[config.mk]
export PLATFORM = sky130hd
export DESIGN_NAME = pd_bmc_rx
export DESIGN_NICKNAME = d
export VERILOG_FILES = /design/src/rtl/pd_bmc_rx_pkg.sv /design/src/rtl/pd_bmc_edge_timer.sv /design/src/rtl/pd_bmc_bit_slicer.sv /design/src/rtl/pd_bmc_rx.sv
export SDC_FILE = /design/constraint.sdc
export NUM_CORES = 1
export LEC_CHECK = 0
export CORE_MARGIN = 2
export CORE_UTILIZATION = 50
export CTS_BUF_LIST = sky130_fd_sc_hd__clkbuf_4
export CTS_CLUSTER_SIZE = 28
export DETAILED_ROUTE_END_ITERATION = 8
export GPL_ROUTABILITY_DRIVEN = 0
export MAX_ROUTING_LAYER = met4
export PLACE_DENSITY = 0.71
export SYNTH_ARGS = -nofsm -noshare
export SYNTH_HDL_FRONTEND = slang
export SYNTH_HIERARCHICAL = 1
export SYNTH_SLANG_ARGS = --single-unit
[constraint.sdc]
create_clock -name clk -period 10.29 [get_ports clk]
set_input_delay 1.5435 -clock clk [delete_from_list [all_inputs] [get_ports clk]]
set_output_delay 1.5435 -clock clk [all_outputs]
set_load 0.01 [all_outputs]
[src/rtl/pd_bmc_rx_pkg.sv]
package pd_bmc_rx_pkg;

    localparam logic [4:0]  K_SYNC1     = 5'b11000;
    localparam logic [4:0]  K_SYNC2     = 5'b10001;
    localparam logic [4:0]  K_EOP       = 5'b01101;
    localparam logic [31:0] CRC_POLY_RF = 32'hEDB88320;
    localparam logic [31:0] CRC_RESIDUE = 32'hDEBB20E3;

    typedef enum logic [1:0] {RX_HUNT, RX_DATA, RX_DRAIN} rx_state_e;
    typedef enum logic [1:0] {SYM_DATA, SYM_EOP, SYM_BAD} sym_kind_e;

    typedef struct packed {
        sym_kind_e  kind;
        logic [3:0] nib;
    } sym_dec_t;

    function automatic sym_dec_t decode_sym(input logic [4:0] code);
        sym_dec_t d;
        d.kind = SYM_DATA;
        d.nib  = 4'h0;
        case (code)
            5'b11110: d.nib = 4'h0;
            5'b01001: d.nib = 4'h1;
            5'b10100: d.nib = 4'h2;
            5'b10101: d.nib = 4'h3;
            5'b01010: d.nib = 4'h4;
            5'b01011: d.nib = 4'h5;
            5'b01110: d.nib = 4'h6;
            5'b01111: d.nib = 4'h7;
            5'b10010: d.nib = 4'h8;
            5'b10011: d.nib = 4'h9;
            5'b10110: d.nib = 4'hA;
            5'b10111: d.nib = 4'hB;
            5'b11010: d.nib = 4'hC;
            5'b11011: d.nib = 4'hD;
            5'b11100: d.nib = 4'hE;
            5'b11101: d.nib = 4'hF;
            K_EOP:    d.kind = SYM_EOP;
            default:  d.kind = SYM_BAD;
        endcase
        return d;
    endfunction

    function automatic logic [31:0] crc32_byte(input logic [31:0] c, input logic [7:0] b);
        logic [31:0] r;
        r = c;
        for (int i = 0; i < 8; i++) begin
            if (r[0] ^ b[i]) r = (r >> 1) ^ CRC_POLY_RF;
            else             r = r >> 1;
        end
        return r;
    endfunction

    // Number of K-codes in a 20-bit window (oldest code in the low bits) that match the start set
    function automatic logic [2:0] kcode_hits(input logic [19:0] w);
        logic [2:0] n;
        n = 3'd0;
        if (w[4:0]   == K_SYNC1) n = n + 3'd1;
        if (w[9:5]   == K_SYNC1) n = n + 3'd1;
        if (w[14:10] == K_SYNC1) n = n + 3'd1;
        if (w[19:15] == K_SYNC2) n = n + 3'd1;
        return n;
    endfunction

endpackage

[src/rtl/pd_bmc_edge_timer.sv]
module pd_bmc_edge_timer #(
    parameter int CNT_W    = 16,
    parameter int WIN_CLKS = 64
) (
    input  logic             clk,
    input  logic             rst,
    input  logic             line_in,
    output logic             edge_p,
    output logic [CNT_W-1:0] interval,
    output logic             line_static
);
    logic [1:0]       sync_q;
    logic             last_q;
    logic [CNT_W-1:0] cnt_q;

    always_ff @(posedge clk) begin
        if (rst) begin
            sync_q <= '0;
            last_q <= 1'b0;
            cnt_q  <= '1;
        end else begin
            sync_q <= {sync_q[0], line_in};
            last_q <= sync_q[1];
            if (edge_p)           cnt_q <= CNT_W'(1);
            else if (cnt_q != '1) cnt_q <= cnt_q + CNT_W'(1);
        end
    end

    assign edge_p      = sync_q[1] ^ last_q;
    assign interval    = cnt_q;
    assign line_static = (cnt_q >= CNT_W'(WIN_CLKS));
endmodule

[src/rtl/pd_bmc_bit_slicer.sv]
module pd_bmc_bit_slicer #(
    parameter int CNT_W    = 16,
    parameter int AVG_LOG2 = 4
) (
    input  logic             clk,
    input  logic             rst,
    input  logic             edge_p,
    input  logic [CNT_W-1:0] interval,
    input  logic             line_static,
    output logic             bit_stb,
    output logic             bit_val
);
    // Alternating preamble: three transitions per two bits
    localparam int TR_GOAL = 3 << (AVG_LOG2 - 1);
    localparam int TRC_W   = $clog2(TR_GOAL + 1);
    localparam int ACC_W   = CNT_W + AVG_LOG2 + 1;

    logic             started_q, locked_q, half_q;
    logic [TRC_W-1:0] ntr_q;
    logic [ACC_W-1:0] acc_q, acc_nxt;
    logic [ACC_W+1:0] acc_x3;
    logic [CNT_W-1:0] thr_q;

    assign acc_nxt = acc_q + ACC_W'(interval);
    assign acc_x3  = {2'b00, acc_nxt} + {1'b0, acc_nxt, 1'b0};

    always_ff @(posedge clk) begin
        if (rst) begin
            started_q <= 1'b0;
            locked_q  <= 1'b0;
            half_q    <= 1'b0;
            ntr_q     <= '0;
            acc_q     <= '0;
            thr_q     <= '0;
            bit_stb   <= 1'b0;
            bit_val   <= 1'b0;
        end else begin
            bit_stb <= 1'b0;
            if (edge_p) begin
                if (!started_q) begin
                    started_q <= 1'b1;
                    ntr_q     <= '0;
                    acc_q     <= '0;
                end else if (!locked_q) begin
                    acc_q <= acc_nxt;
                    if (ntr_q == TRC_W'(TR_GOAL - 1)) begin
                        locked_q <= 1'b1;
                        half_q   <= 1'b0;
                        thr_q    <= CNT_W'(acc_x3 >> (AVG_LOG2 + 2));
                    end else begin
                        ntr_q <= ntr_q + TRC_W'(1);
                    end
                end else if (interval >= thr_q) begin
                    bit_stb <= 1'b1;
                    bit_val <= 1'b0;
                    half_q  <= 1'b0;
                end else if (half_q) begin
                    bit_stb <= 1'b1;
                    bit_val <= 1'b1;
                    half_q  <= 1'b0;
                end else begin
                    half_q <= 1'b1;
                end
            end else if (line_static) begin
                started_q <= 1'b0;
                locked_q  <= 1'b0;
                half_q    <= 1'b0;
            end
        end
    end
endmodule

[src/rtl/pd_bmc_rx.sv]
module pd_bmc_rx
    import pd_bmc_rx_pkg::*;
#(
    parameter int HBIT_CLKS    = 8,
    parameter int WIN_HBITS_M1 = 7,
    parameter int AVG_LOG2     = 4,
    parameter int CNT_W        = 16,
    parameter int SIZE_W       = 10
) (
    input  logic              clk,
    input  logic              rst,
    input  logic              cc_line,
    input  logic              rx_ready,
    input  logic              clr_ord,
    input  logic              clr_end,
    input  logic              clr_ovr,
    output logic [7:0]        rx_data,
    output logic              rx_valid,
    output logic              ord_det,
    output logic              msg_end,
    output logic              rx_err,
    output logic              rx_ovr,
    output logic [SIZE_W-1:0] pay_size
);
    localparam int WIN_CLKS = (WIN_HBITS_M1 + 1) * HBIT_CLKS;

    logic             edge_p, line_static, bit_stb, bit_val;
    logic [CNT_W-1:0] interval;

    pd_bmc_edge_timer #(.CNT_W(CNT_W), .WIN_CLKS(WIN_CLKS)) u_edge (
        .clk(clk), .rst(rst), .line_in(cc_line),
        .edge_p(edge_p), .interval(interval), .line_static(line_static)
    );

    pd_bmc_bit_slicer #(.CNT_W(CNT_W), .AVG_LOG2(AVG_LOG2)) u_slice (
        .clk(clk), .rst(rst), .edge_p(edge_p), .interval(interval),
        .line_static(line_static), .bit_stb(bit_stb), .bit_val(bit_val)
    );

    rx_state_e         state_q;
    logic [18:0]       win_q;
    logic [3:0]        sym_q, lo_nib_q;
    logic [2:0]        bcnt_q;
    logic              nib_half_q;
    logic [31:0]       crc_q;
    logic [SIZE_W-1:0] cnt_q;

    logic [19:0] win_nxt;
    logic [4:0]  sym_full;
    sym_dec_t    dec;
    logic        sop_hit, emit, fin, fin_err;
    logic [7:0]  emit_byte;

    assign win_nxt  = {bit_val, win_q};
    assign sym_full = {bit_val, sym_q};
    assign dec      = decode_sym(sym_full);
    assign emit_byte = {dec.nib, lo_nib_q};
    assign sop_hit  = (state_q == RX_HUNT) && !line_static && bit_stb &&
                      (kcode_hits(win_nxt) >= 3'd3);

    always_comb begin
        emit    = 1'b0;
        fin     = 1'b0;
        fin_err = 1'b0;
        if (state_q == RX_DATA) begin
            if (bit_stb && bcnt_q == 3'd4) begin
                case (dec.kind)
                    SYM_DATA: emit = nib_half_q;
                    SYM_EOP: begin
                        fin     = 1'b1;
                        fin_err = (crc_q != CRC_RESIDUE);
                    end
                    default: begin
                        fin     = 1'b1;
                        fin_err = 1'b1;
                    end
                endcase
            end else if (line_static) begin
                fin     = 1'b1;
                fin_err = 1'b1;
            end
        end
    end

    always_ff @(posedge clk) begin
        if (rst) begin
            state_q    <= RX_HUNT;
            win_q      <= '0;
            sym_q      <= '0;
            lo_nib_q   <= '0;
            bcnt_q     <= '0;
            nib_half_q <= 1'b0;
            crc_q      <= '1;
            cnt_q      <= '0;
            pay_size   <= '0;
        end else begin
            case (state_q)
                RX_HUNT: begin
                    if (line_static) win_q <= '0;
                    else if (bit_stb) win_q <= win_nxt[19:1];
                    if (sop_hit) begin
                        state_q    <= RX_DATA;
                        bcnt_q     <= '0;
                        nib_half_q <= 1'b0;
                        crc_q      <= '1;
                        cnt_q      <= '0;
                    end
                end
                RX_DATA: begin
                    if (bit_stb) begin
                        sym_q  <= sym_full[4:1];
                        bcnt_q <= (bcnt_q == 3'd4) ? 3'd0 : bcnt_q + 3'd1;
                        if (bcnt_q == 3'd4 && dec.kind == SYM_DATA) begin
                            if (nib_half_q) begin
                                nib_half_q <= 1'b0;
                                crc_q      <= crc32_byte(crc_q, emit_byte);
                                cnt_q      <= cnt_q + SIZE_W'(1);
                            end else begin
                                lo_nib_q   <= dec.nib;
                                nib_half_q <= 1'b1;
                            end
                        end
                    end
                    if (fin) begin
                        state_q  <= RX_DRAIN;
                        pay_size <= cnt_q;
                    end
                end
                default: begin
                    if (line_static) begin
                        state_q <= RX_HUNT;
                        win_q   <= '0;
                    end
                end
            endcase
        end
    end

    // Byte stream and sticky flags
    always_ff @(posedge clk) begin
        if (rst) begin
            rx_data  <= '0;
            rx_valid <= 1'b0;
            ord_det  <= 1'b0;
            msg_end  <= 1'b0;
            rx_err   <= 1'b0;
            rx_ovr   <= 1'b0;
        end else begin
            if (rx_valid && rx_ready) rx_valid <= 1'b0;
            if (emit && (!rx_valid || rx_ready)) begin
                rx_data  <= emit_byte;
                rx_valid <= 1'b1;
            end
            if (emit && rx_valid && !rx_ready) rx_ovr <= 1'b1;
            else if (clr_ovr)                  rx_ovr <= 1'b0;
            if (sop_hit)               ord_det <= 1'b1;
            else if (fin || clr_ord)   ord_det <= 1'b0;
            if (fin)          msg_end <= 1'b1;
            else if (clr_end) msg_end <= 1'b0;
            if (fin && fin_err) rx_err <= 1'b1;
            else if (clr_end)   rx_err <= 1'b0;
        end
    end
endmodule

After elaboration in Yosys (flattened, before gate mapping). Cells that the tools add are included.

Register bits after elaboration: 164. Logic and storage cells: 261. Output and inout port bits: 23. Bits of input ports: 7.

Bitwise logic cells: 22. $lt $le $gt $ge: 3. Reduce and logical (&&, ||, !) cells: 46. Eq/ne operators: 36. Add/sub/neg operators: 9. Multiplexer cells: 118.

Operator list (count): $mux 32 (47); $not 13->14 (8); $eq 5x5->1 const B (16); $pmux 32 s2 (1); $pmux 4 s15 (1); $mux 19 (3); $mux 21 (2); $mux 10 (4); $mux 1 (39); $pmux 19 s2 (1); $mux 16 (2); $ne 32x32->1 const B (1); $eq 5x4->1 const B (6); $add 21x22->22 (1); $reduce_bool 2->1 (11); $add 21x16->21 (1); $pmux 10 s2 (1); $mux 3 (6); $add 16x1->16 const B (1); $ge 16x16->1 (1); $ge 16x7->1 const B (1); $ne 16x16->1 const B (1); $reduce_and 4->1 (4); $reduce_or 16->1 (1); other kinds (26) (74).

Depth between registers and ports, before layout. Gate-level depths: netlist of the first run.

Depth in word-level cells: 57. Gate-level depth with buffers: 20. Mapped depth without buffers: 20.

Modules after synthesis. Netlist of the first run, hierarchy kept.

Modules (own cells, without submodules): pd_bmc_rx (times used 1, seq. area each 1961.9 µm², area an instance 5221.3 µm², cells an instance 594); pd_bmc_bit_slicer (times used 1, seq. area each 940.9 µm², area an instance 3956.3 µm², cells an instance 491); pd_bmc_edge_timer (times used 1, seq. area each 380.4 µm², area an instance 1028.5 µm², cells an instance 118).

Worst setup path after synthesis of the first run. No wires, ideal clock.

Path kind: register to register. From: reg u_edge.cnt_q[3], in the netlist u_edge/interval[3]. To: reg u_slice.thr_q[14]. Data arrival time: 4.634 ns. Buffers on the path: 0. Period minus slack after synthesis: 4.729 ns. Library setup time: 0.096 ns. Cell stages (with the launch flop): 20. Required time: 10.194 ns. Slack: 5.561 ns. Path through: dfxtp_1 -> ha_1 -> or4_4 -> o21ai_2 -> o311a_4 -> nand2b_1 -> a21o_1 -> a21o_1 -> a21oi_1 -> xnor2_1 -> ha_1 -> a21o_1 -> a2111oi_0 -> o221ai_1 -> o2bb2ai_1 -> nand2_1 -> and3b_1 -> mux2_4 -> or4_1 -> o311ai_1.

Word-level cells in the longest chain between the ends: 2.

Ends and longest elaborated chain: from (decl) (RTL line pd_bmc_edge_timer.sv:14) `logic [CNT_W-1:0] cnt_q;`; from (signal assigned) (RTL line pd_bmc_edge_timer.sv:25) `else if (cnt_q != '1) cnt_q <= cnt_q + CNT_W'(1);`; $add 21x16->21 (RTL line pd_bmc_bit_slicer.sv:24) `assign acc_nxt = acc_q + ACC_W'(interval);`; $add 21x22->22 (RTL line pd_bmc_bit_slicer.sv:25) `assign acc_x3 = {2'b00, acc_nxt} + {1'b0, acc_nxt, 1'b0};`; to (signal assigned) (RTL line pd_bmc_bit_slicer.sv:49) `thr_q <= CNT_W'(acc_x3 >> (AVG_LOG2 + 2));`; to (decl) (RTL line pd_bmc_bit_slicer.sv:22) `logic [CNT_W-1:0] thr_q;`.

No other way between the ends. A chain may end at the register's enable or synchronous reset.

Worst setup path in the final report of the first run. Same ends and word-level chain as after synthesis.

==> results of run 1 <==
## where the power goes
| group | internal [mW] | leakage, nW | total [mW] | switching (mW) |
|---|---|---|---|---|
| Sequential | 0.651 | 1.33 | 0.688 | 0.0366 |
| Clock | 0.222 | 0.181 | 0.459 | 0.237 |
| Combinational | 0.168 | 2.62 | 0.415 | 0.247 |
## cell type report
cell class | instances | area (µm²)
Antenna cell | 1 | 2.50
Timing Repair Buffer | 38 | 355
Inverter | 50 | 188
Clock inverter | 12 | 201
Multi-Input combinational cell | 929 | 6490
Tap cell | 270 | 338
Clock buffer | 19 | 143
Fill cell | 1870 | 9100
Sequential cell | 164 | 3280
## per-layer routing
metal  GRT usage  wire (µm)  vias up  part of all wire
met5           -          0        -                 0
met4      0.0495        252        0             0.011
met3      0.0407        868       18             0.037
met2       0.369      11000      159              0.47
met1       0.305      11300     4099              0.48
li1            -          -     4338                 -
## synthesized netlist by cell type (7+ instances only)
| master | n | area [µm²] |
|---|---|---|
| and2_1 | 7 | 43.8 |
| nand4_1 | 15 | 93.8 |
| nor4_1 | 11 | 68.8 |
| ha_1 | 62 | 776 |
| nor3_1 | 43 | 215 |
| a31oi_1 | 12 | 75.1 |
| or4_1 | 7 | 52.6 |
| xor2_1 | 20 | 175 |
| nand4b_1 | 7 | 61.3 |
| nand2b_1 | 17 | 106 |
| and3_1 | 16 | 100 |
| o21a_1 | 9 | 67.6 |
| o21ai_0 | 50 | 250 |
| inv_1 | 49 | 184 |
| buf_2 | 10 | 50.1 |
| a21o_1 | 18 | 135 |
| a22oi_1 | 16 | 120 |
| nand3_1 | 59 | 295 |
| dfxtp_1 | 164 | 3280 |
| mux2i_1 | 20 | 200 |
| o31ai_1 | 8 | 60.1 |
| xnor2_1 | 57 | 499 |
| xnor3_1 | 11 | 248 |
| or3_1 | 17 | 106 |
| nor2_1 | 90 | 338 |
| o211ai_1 | 11 | 82.6 |
| clkbuf_1 | 46 | 173 |
| nor2b_1 | 16 | 100 |
| a21oi_1 | 102 | 510 |
| nand2_1 | 114 | 428 |
## worst reg2reg max path, stage by stage, from the launching register on
cell and delay (ns):
dfxtp_1 0.42, ha_1 0.30, or4_4 0.52, o21ai_2 0.22, o311a_4 0.29, nand2b_1 0.07, a21o_1 0.20, a21o_1 0.24
a21oi_1 0.19, xnor2_1 0.17, ha_1 0.33, a21o_1 0.20, a2111oi_0 0.39, o221ai_1 0.19, o2bb2ai_1 0.20, nand2_1 0.14
and3b_1 0.18, mux2_4 0.26, or4_1 0.50, o311ai_1 0.09
## sequential cells by signal, summed over array words and instances (netlist names), 2 cells and up
name,count
crc_q,32
u_slice/acc_q,21
win_q,19
u_edge/interval,16
u_slice/thr_q,16
cnt_q,10
pay_size,10
rx_data,8
u_slice/ntr_q,5
lo_nib_q,4
sym_q,4
bcnt_q,3
state_q,2
u_edge/sync_q,2
## per-stage QoR
step	std cells	area [µm²]	total power, mW	utilization
floorplan	1203	10200	1.02	-
global placement	1451	10700	1.10	0.530
detailed placement	1451	10700	1.11	0.530
CTS	1482	11000	1.57	0.547
global route	1483	11000	1.66	0.547
finish	1483	11000	1.56	0.547
## worst paths after layout
kind              slack (ns)                 to  cells after the start               start
setup / recovery        5.12  u_slice/thr_q[14]                     19  u_edge/interval[3]
hold / removal          0.46   u_edge/sync_q[1]                      1    u_edge/sync_q[0]
setup reg to reg        5.12  u_slice/thr_q[14]                     19  u_edge/interval[3]
hold reg to reg         0.46   u_edge/sync_q[1]                      1    u_edge/sync_q[0]
## cell families (layout without fill, tap and decap cells)
kind of cell,Yosys count,count (layout),synth area share
AND/OR/NAND/NOR,449,449,0.229
flip-flops,164,164,0.322
adder cells (fa/ha/maj),63,63,0.0780
XOR/XNOR,96,96,0.107
other,0,1,0
multiplexers,23,23,0.0238
buffers and inverters,110,119,0.0429
AO/OA/AOI/OAI,298,298,0.198
## placed cells by master, fill, tap and decap left out, types with 28 or more instances in the layout
cell type	count
dfxtp_1	164
nand2_1	114
a21oi_1	102
nor2_1	90
ha_1	62
nand3_1	59
xnor2_1	57
o21ai_0	50
inv_1	49
nor3_1	42
clkdlybuf4s50_1	28
==> flow_summary_export.csv, run 1 <==
group,metric,value,unit
outcome,status,"complete, no violations",
sta,hold_violations,0,
synthesis,synth_edf_count,0,
worst_setup_path,endpoint_kind,"flip-flop",
cts,clockBufferDepth,2,
synthesis,yosysWarningCount,6,
worst_setup_path,crit_slowest_cell,"or4_4",
route,drt-initial-drc-count,530,
global_routing,gr-total-overflow,0,
worst_setup_path,cpMostUsedCell,"a21o_1",
sta,fin_crit,5.17,ns
cts,path_clk_slew,0.14,ns
sta,finalClockSkew,0.0273,ns
cells_and_area,syn_to_final_growth,7.79,%
cts,cts_resized,0,
route,viasPerCell,5.81,
cts,h-tree-depth,4,
global_routing,track_usage,0.230,
sta,tightest_slew,1.14,ns
power_and_ir_drop,power_density,142,mW/mm²
cts,numCtsBuffers,17,
worst_setup_path,cp.required,10.77,ns
cts,clock-sinks,164,
worst_setup_path,critical_path.cell_chain,"ha_1 > or4_4 > o21ai_2 > o311a_4 > nand2b_1 > a21o_1 > a21o_1 > a21oi_1 > xnor2_1 > ha_1 > a21o_1 > a2111oi_0 > o221ai_1 > o2bb2ai_1 > nand2_1 > and3b_1 > mux2_4 > or4_1 > o311ai_1",
synthesis,synthDistinctLibCells,99,
route,dr.pass1.iters,5,
floorplanning,start_util,0.508,
synthesis,syn_area_per_cell,8.48,µm²
global_routing,grt_max_degree,65,
synthesis,synthArstFlopShare,0,
sta,rsz0062_at_grt,"no",
floorplanning,die_area,0.0216,mm²
power_and_ir_drop,leakage,4.13,nW
run,drv_cap,0,
worst_setup_path,path_class,"reg2reg",
synthesis,netlist_area,0.0102,mm²
placed_design,hpwl,16300,µm
route,routed_wl,23400,µm
floorplanning,io_pins,30,
cells_and_area,drive_gt1_frac,0.0710,
floorplanning,die_h,147,µm
worst_setup_path,slowest_delay,0.52,ns
floorplanning,core-area,0.0201,mm²
floorplanning,dieWidth,147,µm
worst_setup_path,cp_top_family,"compound AO/OA/AOI/OAI gates",
placed_design,portBuffers,29,
floorplanning,num_rows,52,
worst_setup_path,path_buf_inv,0,
cts,post-cts-setup-buffers,0,
synthesis,synth_seq_cells,164,
sta,setup_violations,0,
synthesis,synthesis.nets,1273,
global_routing,grt_pass1_vias,8293,
route,drc,0,
cts,clkLatencyLatePin,0.58,ns
cts,cts_root_buf,"clkbuf_4",
synthesis,synthFlopType,"dfxtp_1",
power_and_ir_drop,ir_worst_vdd,0.0000696,V
global_routing,antenna_found_initial,1,
sta,clock.fmax,193,MHz
worst_setup_path,path_max_fanout,9,
cts,tritoncts,"yes",
route,routedWlPerCell,15.8,µm
worst_hold_path,hold_class,"reg2reg",
sta,fin_ws,5.12,ns
sta,fin_setup_tns,0,ns
synthesis,synth-seq-area-share,0.322,
synthesis,netlist_instances,1203,
worst_setup_path,crit_arrival,5.65,ns
sta,hold_ws,0.456,ns
route,vias,8614,
cts,ctsHoldBuffers,0,
route,ant_nets,0,
cells_and_area,fin_nets,1270,
worst_setup_path,start_kind,"flip-flop",
sta,relSlewSlack,0.241,
sta,fin_crit_sh,0.502,
global_routing,grt_first_pass_wirelength,40300,µm
sta,slew_viol_final,0,
placed_design,dp_slack,5.17,ns
Power figures use the tool's default switching activity.
==> run 2: changes to the inputs <==
--- a/config.mk
+++ b/config.mk
@@ -12,7 +12,7 @@
 export DETAILED_ROUTE_END_ITERATION = 8
 export GPL_ROUTABILITY_DRIVEN = 0
 export MAX_ROUTING_LAYER = met4
-export PLACE_DENSITY = 0.71
+export PLACE_DENSITY = 0.73
 export SYNTH_ARGS = -nofsm -noshare
 export SYNTH_HDL_FRONTEND = slang
 export SYNTH_HIERARCHICAL = 1
==> constraint.sdc (replaced) <==
create_clock -name clk -period 4.2 [get_ports clk]
set_input_delay 0.63 -clock clk [delete_from_list [all_inputs] [get_ports clk]]
set_output_delay 0.63 -clock clk [all_outputs]
set_load 0.01 [all_outputs]
==> run 2 against run 1 <==
  * The run now ends with setup timing left
  * Sequential cell count unchanged
  * Non-clock buffer count grew 64
  * Global-route usage grew 0.76 points
  * Wire length is 6.1% higher
  * Core utilization is 3.0 points higher
  * Sequential power rose by 140%
  * Design area up 5.5%
  * Register-to-register slack worse by 5.3 ns
  * Clock power up 97%
  * Die area is the same
  * Critical endpoint unchanged
  * Largest cell class unchanged
==> flow_summary_export.csv, run 2 (same netlist as run 1, synthesis figures left out) <==
group,metric,value,unit
power_and_ir_drop,switchingPower,1.36,mW
cts,clockBufferDepth,2,
worst_setup_path,worstReg2RegStart,"u_slice/acc_q[4]",
sta,relSlewSlack,0.232,
placed_design,placed_cell_area,0.0112,mm²
route,routed_wl,24800,µm
outcome,violations,"setup timing",
global_routing,grt_pass1_vias,8503,
worst_setup_path,path_class,"reg2reg",
global_routing,grt_first_pass_wirelength,41200,µm
outcome,status,"complete, but fails checks",
worst_setup_path,cp.required,4.69,ns
placed_design,hpwl,17300,µm
cells_and_area,layout.cells.non_filler,1546,
route,viasPerCell,5.85,
cells_and_area,largest_register_ffs,32,
cts,ctsHoldBuffers,0,
cells_and_area,fin_area,0.0116,mm²
run,drv_cap,0,
worst_setup_path,crit_start,"u_slice/acc_q[4]",
cts,clock-sinks,164,
worst_hold_path,worstHoldStart,"u_slice/thr_q[3]",
sta,hold_ws,0.459,ns
worst_setup_path,crit_arrival,4.85,ns
route,dr.pass1.iters,5,
placed_design,portBuffers,29,
worst_setup_path,endpoint_kind,"flip-flop",
power_and_ir_drop,ir_worst_vdd,0.000198,V
power_and_ir_drop,clkPwrFrac,0.231,
cells_and_area,syn_to_final_growth,13.8,%
placed_design,dp_slack,-0.156,ns
worst_setup_path,path_max_fanout,4,
global_routing,track_usage,0.237,
floorplanning,die_area,0.0216,mm²
cts,cts_root_buf,"clkbuf_4",
sta,hold_violations,0,
floorplanning,start_util,0.508,
cts,h-tree-depth,4,
cells_and_area,nFillCells,1812,
sta,rsz0062_at_grt,"yes",
cells_and_area,drive_gt1_frac,0.140,
sta,slew_viol_final,0,
worst_hold_path,holdPathStages,2,
floorplanning,io_pins,30,
cells_and_area,reg_top3,"crc_q x32, u_slice/acc_q x21, win_q x19",
sta,finalClockSkew,0.0334,ns
placed_design,dp_cells,1507,
cts,clkLatencyLatePin,0.57,ns
power_and_ir_drop,intPower,2.55,mW
route,drc,0,
sta,fin_crit,4.36,ns
sta,clock.fmax,229,MHz
floorplanning,num_rows,52,
floorplanning,core-area,0.0201,mm²
global_routing,grt_max_degree,88,
cts,numCtsBuffers,17,
cells_and_area,final_common_cell,"dfxtp_1",
global_routing,gr-total-overflow,0,
sta,fin_setup_tns,-0.253,ns
power_and_ir_drop,netSwitchingFraction,0.348,
worst_hold_path,hold_class,"reg2reg",
power_and_ir_drop,combinationalPowerShare,0.351,
cells_and_area,fin_nets,1334,
cts,path_clk_slew,0.15,ns
cells_and_area,top_register,"crc_q",
sta,setup_violations,3,
floorplanning,dieWidth,147,µm
cells_and_area,final_cell_mix,"dfxtp_1 (157), nand2_1 (114), a21oi_1 (96), nor2_1 (90), buf_4 (72)",
power_and_ir_drop,leakage,4.44,nW
route,routedWlPerCell,16.0,µm
sta,tightest_slew,1.15,ns
power_and_ir_drop,p_seq_frac,0.417,
route,ant_nets,0,
global_routing,antenna_found_initial,1,
cts,tritoncts,"yes",
worst_setup_path,start_kind,"flip-flop",
route,vias,9042,
sta,fin_ws,-0.164,ns
worst_setup_path,r2r_cells,19,
route,drt-initial-drc-count,641,
floorplanning,die_h,147,µm
sta,fin_crit_sh,1.04,
power_and_ir_drop,power_density,337,mW/mm²
## run 2: power groups by stage
stage | Clock, mW | Sequential, mW | Combinational [mW]
floorplan | 0 | 1.69 | 0.839
global placement | 0 | 1.66 | 1.22
detailed placement | 0 | 1.66 | 1.25
CTS | 0.933 | 1.63 | 1.28
global route | 1.00 | 1.64 | 1.51
finish | 0.906 | 1.63 | 1.38
## run 2: critical path, cell delays in order, from the launching register on
cell and delay [ns]:
dfxtp_2 0.36, ha_4 0.15, or4_4 0.51, o21ai_4 0.18
o311a_4 0.18, nand2b_1 0.05, a21o_1 0.16, a21o_1 0.23
a21oi_2 0.18, xnor2_2 0.10, ha_1 0.35, a21o_1 0.22
a2111oi_4 0.31, o221ai_2 0.14, o2bb2ai_2 0.15, nand2_1 0.07
and3b_1 0.17, mux2_4 0.26, or4_1 0.40, o311ai_1 0.08
## run 2: stage by stage
step                      total power [mW]  utilization
after detailed placement              2.91        0.555
after floorplan                       2.53            -
final                                 3.92        0.577
after global placement                2.89        0.555
after global routing                  4.15        0.577
after CTS                             3.84        0.571
## run 2: worst paths after layout
path | end | slack [ns]
hold reg to reg | u_slice/thr_q[3] | 0.46
setup / recovery | u_slice/thr_q[14] | -0.16
hold / removal | u_slice/thr_q[3] | 0.46
setup reg to reg | u_slice/thr_q[14] | -0.16
## run 2: timing repair
| item | CTS | global route |
|---|---|---|
| setup endpoints to repair | 1 | 8 |
| resized for setup | 5 | 22 |
| buffers inserted | 4 | 4 |
| pin swaps | 7 | 13 |
## run 2: cell type report
type	count	area, µm²	share of cell area
Multi-Input combinational cell	929	6670	0.574
Sequential cell	164	3300	0.284
Timing Repair Buffer	102	861	0.0741
Tap cell	270	338	0.0291
Inverter	50	188	0.0162
Clock buffer	19	143	0.0123
Clock inverter	11	113	0.00970
Antenna cell	1	2.50	0.000216
## run 2: routing by layer
metal	share of wire	global-route usage
met1	0.46	0.303
met2	0.48	0.388
met3	0.049	0.0429
met4	0.015	0.0670
met5	0	-
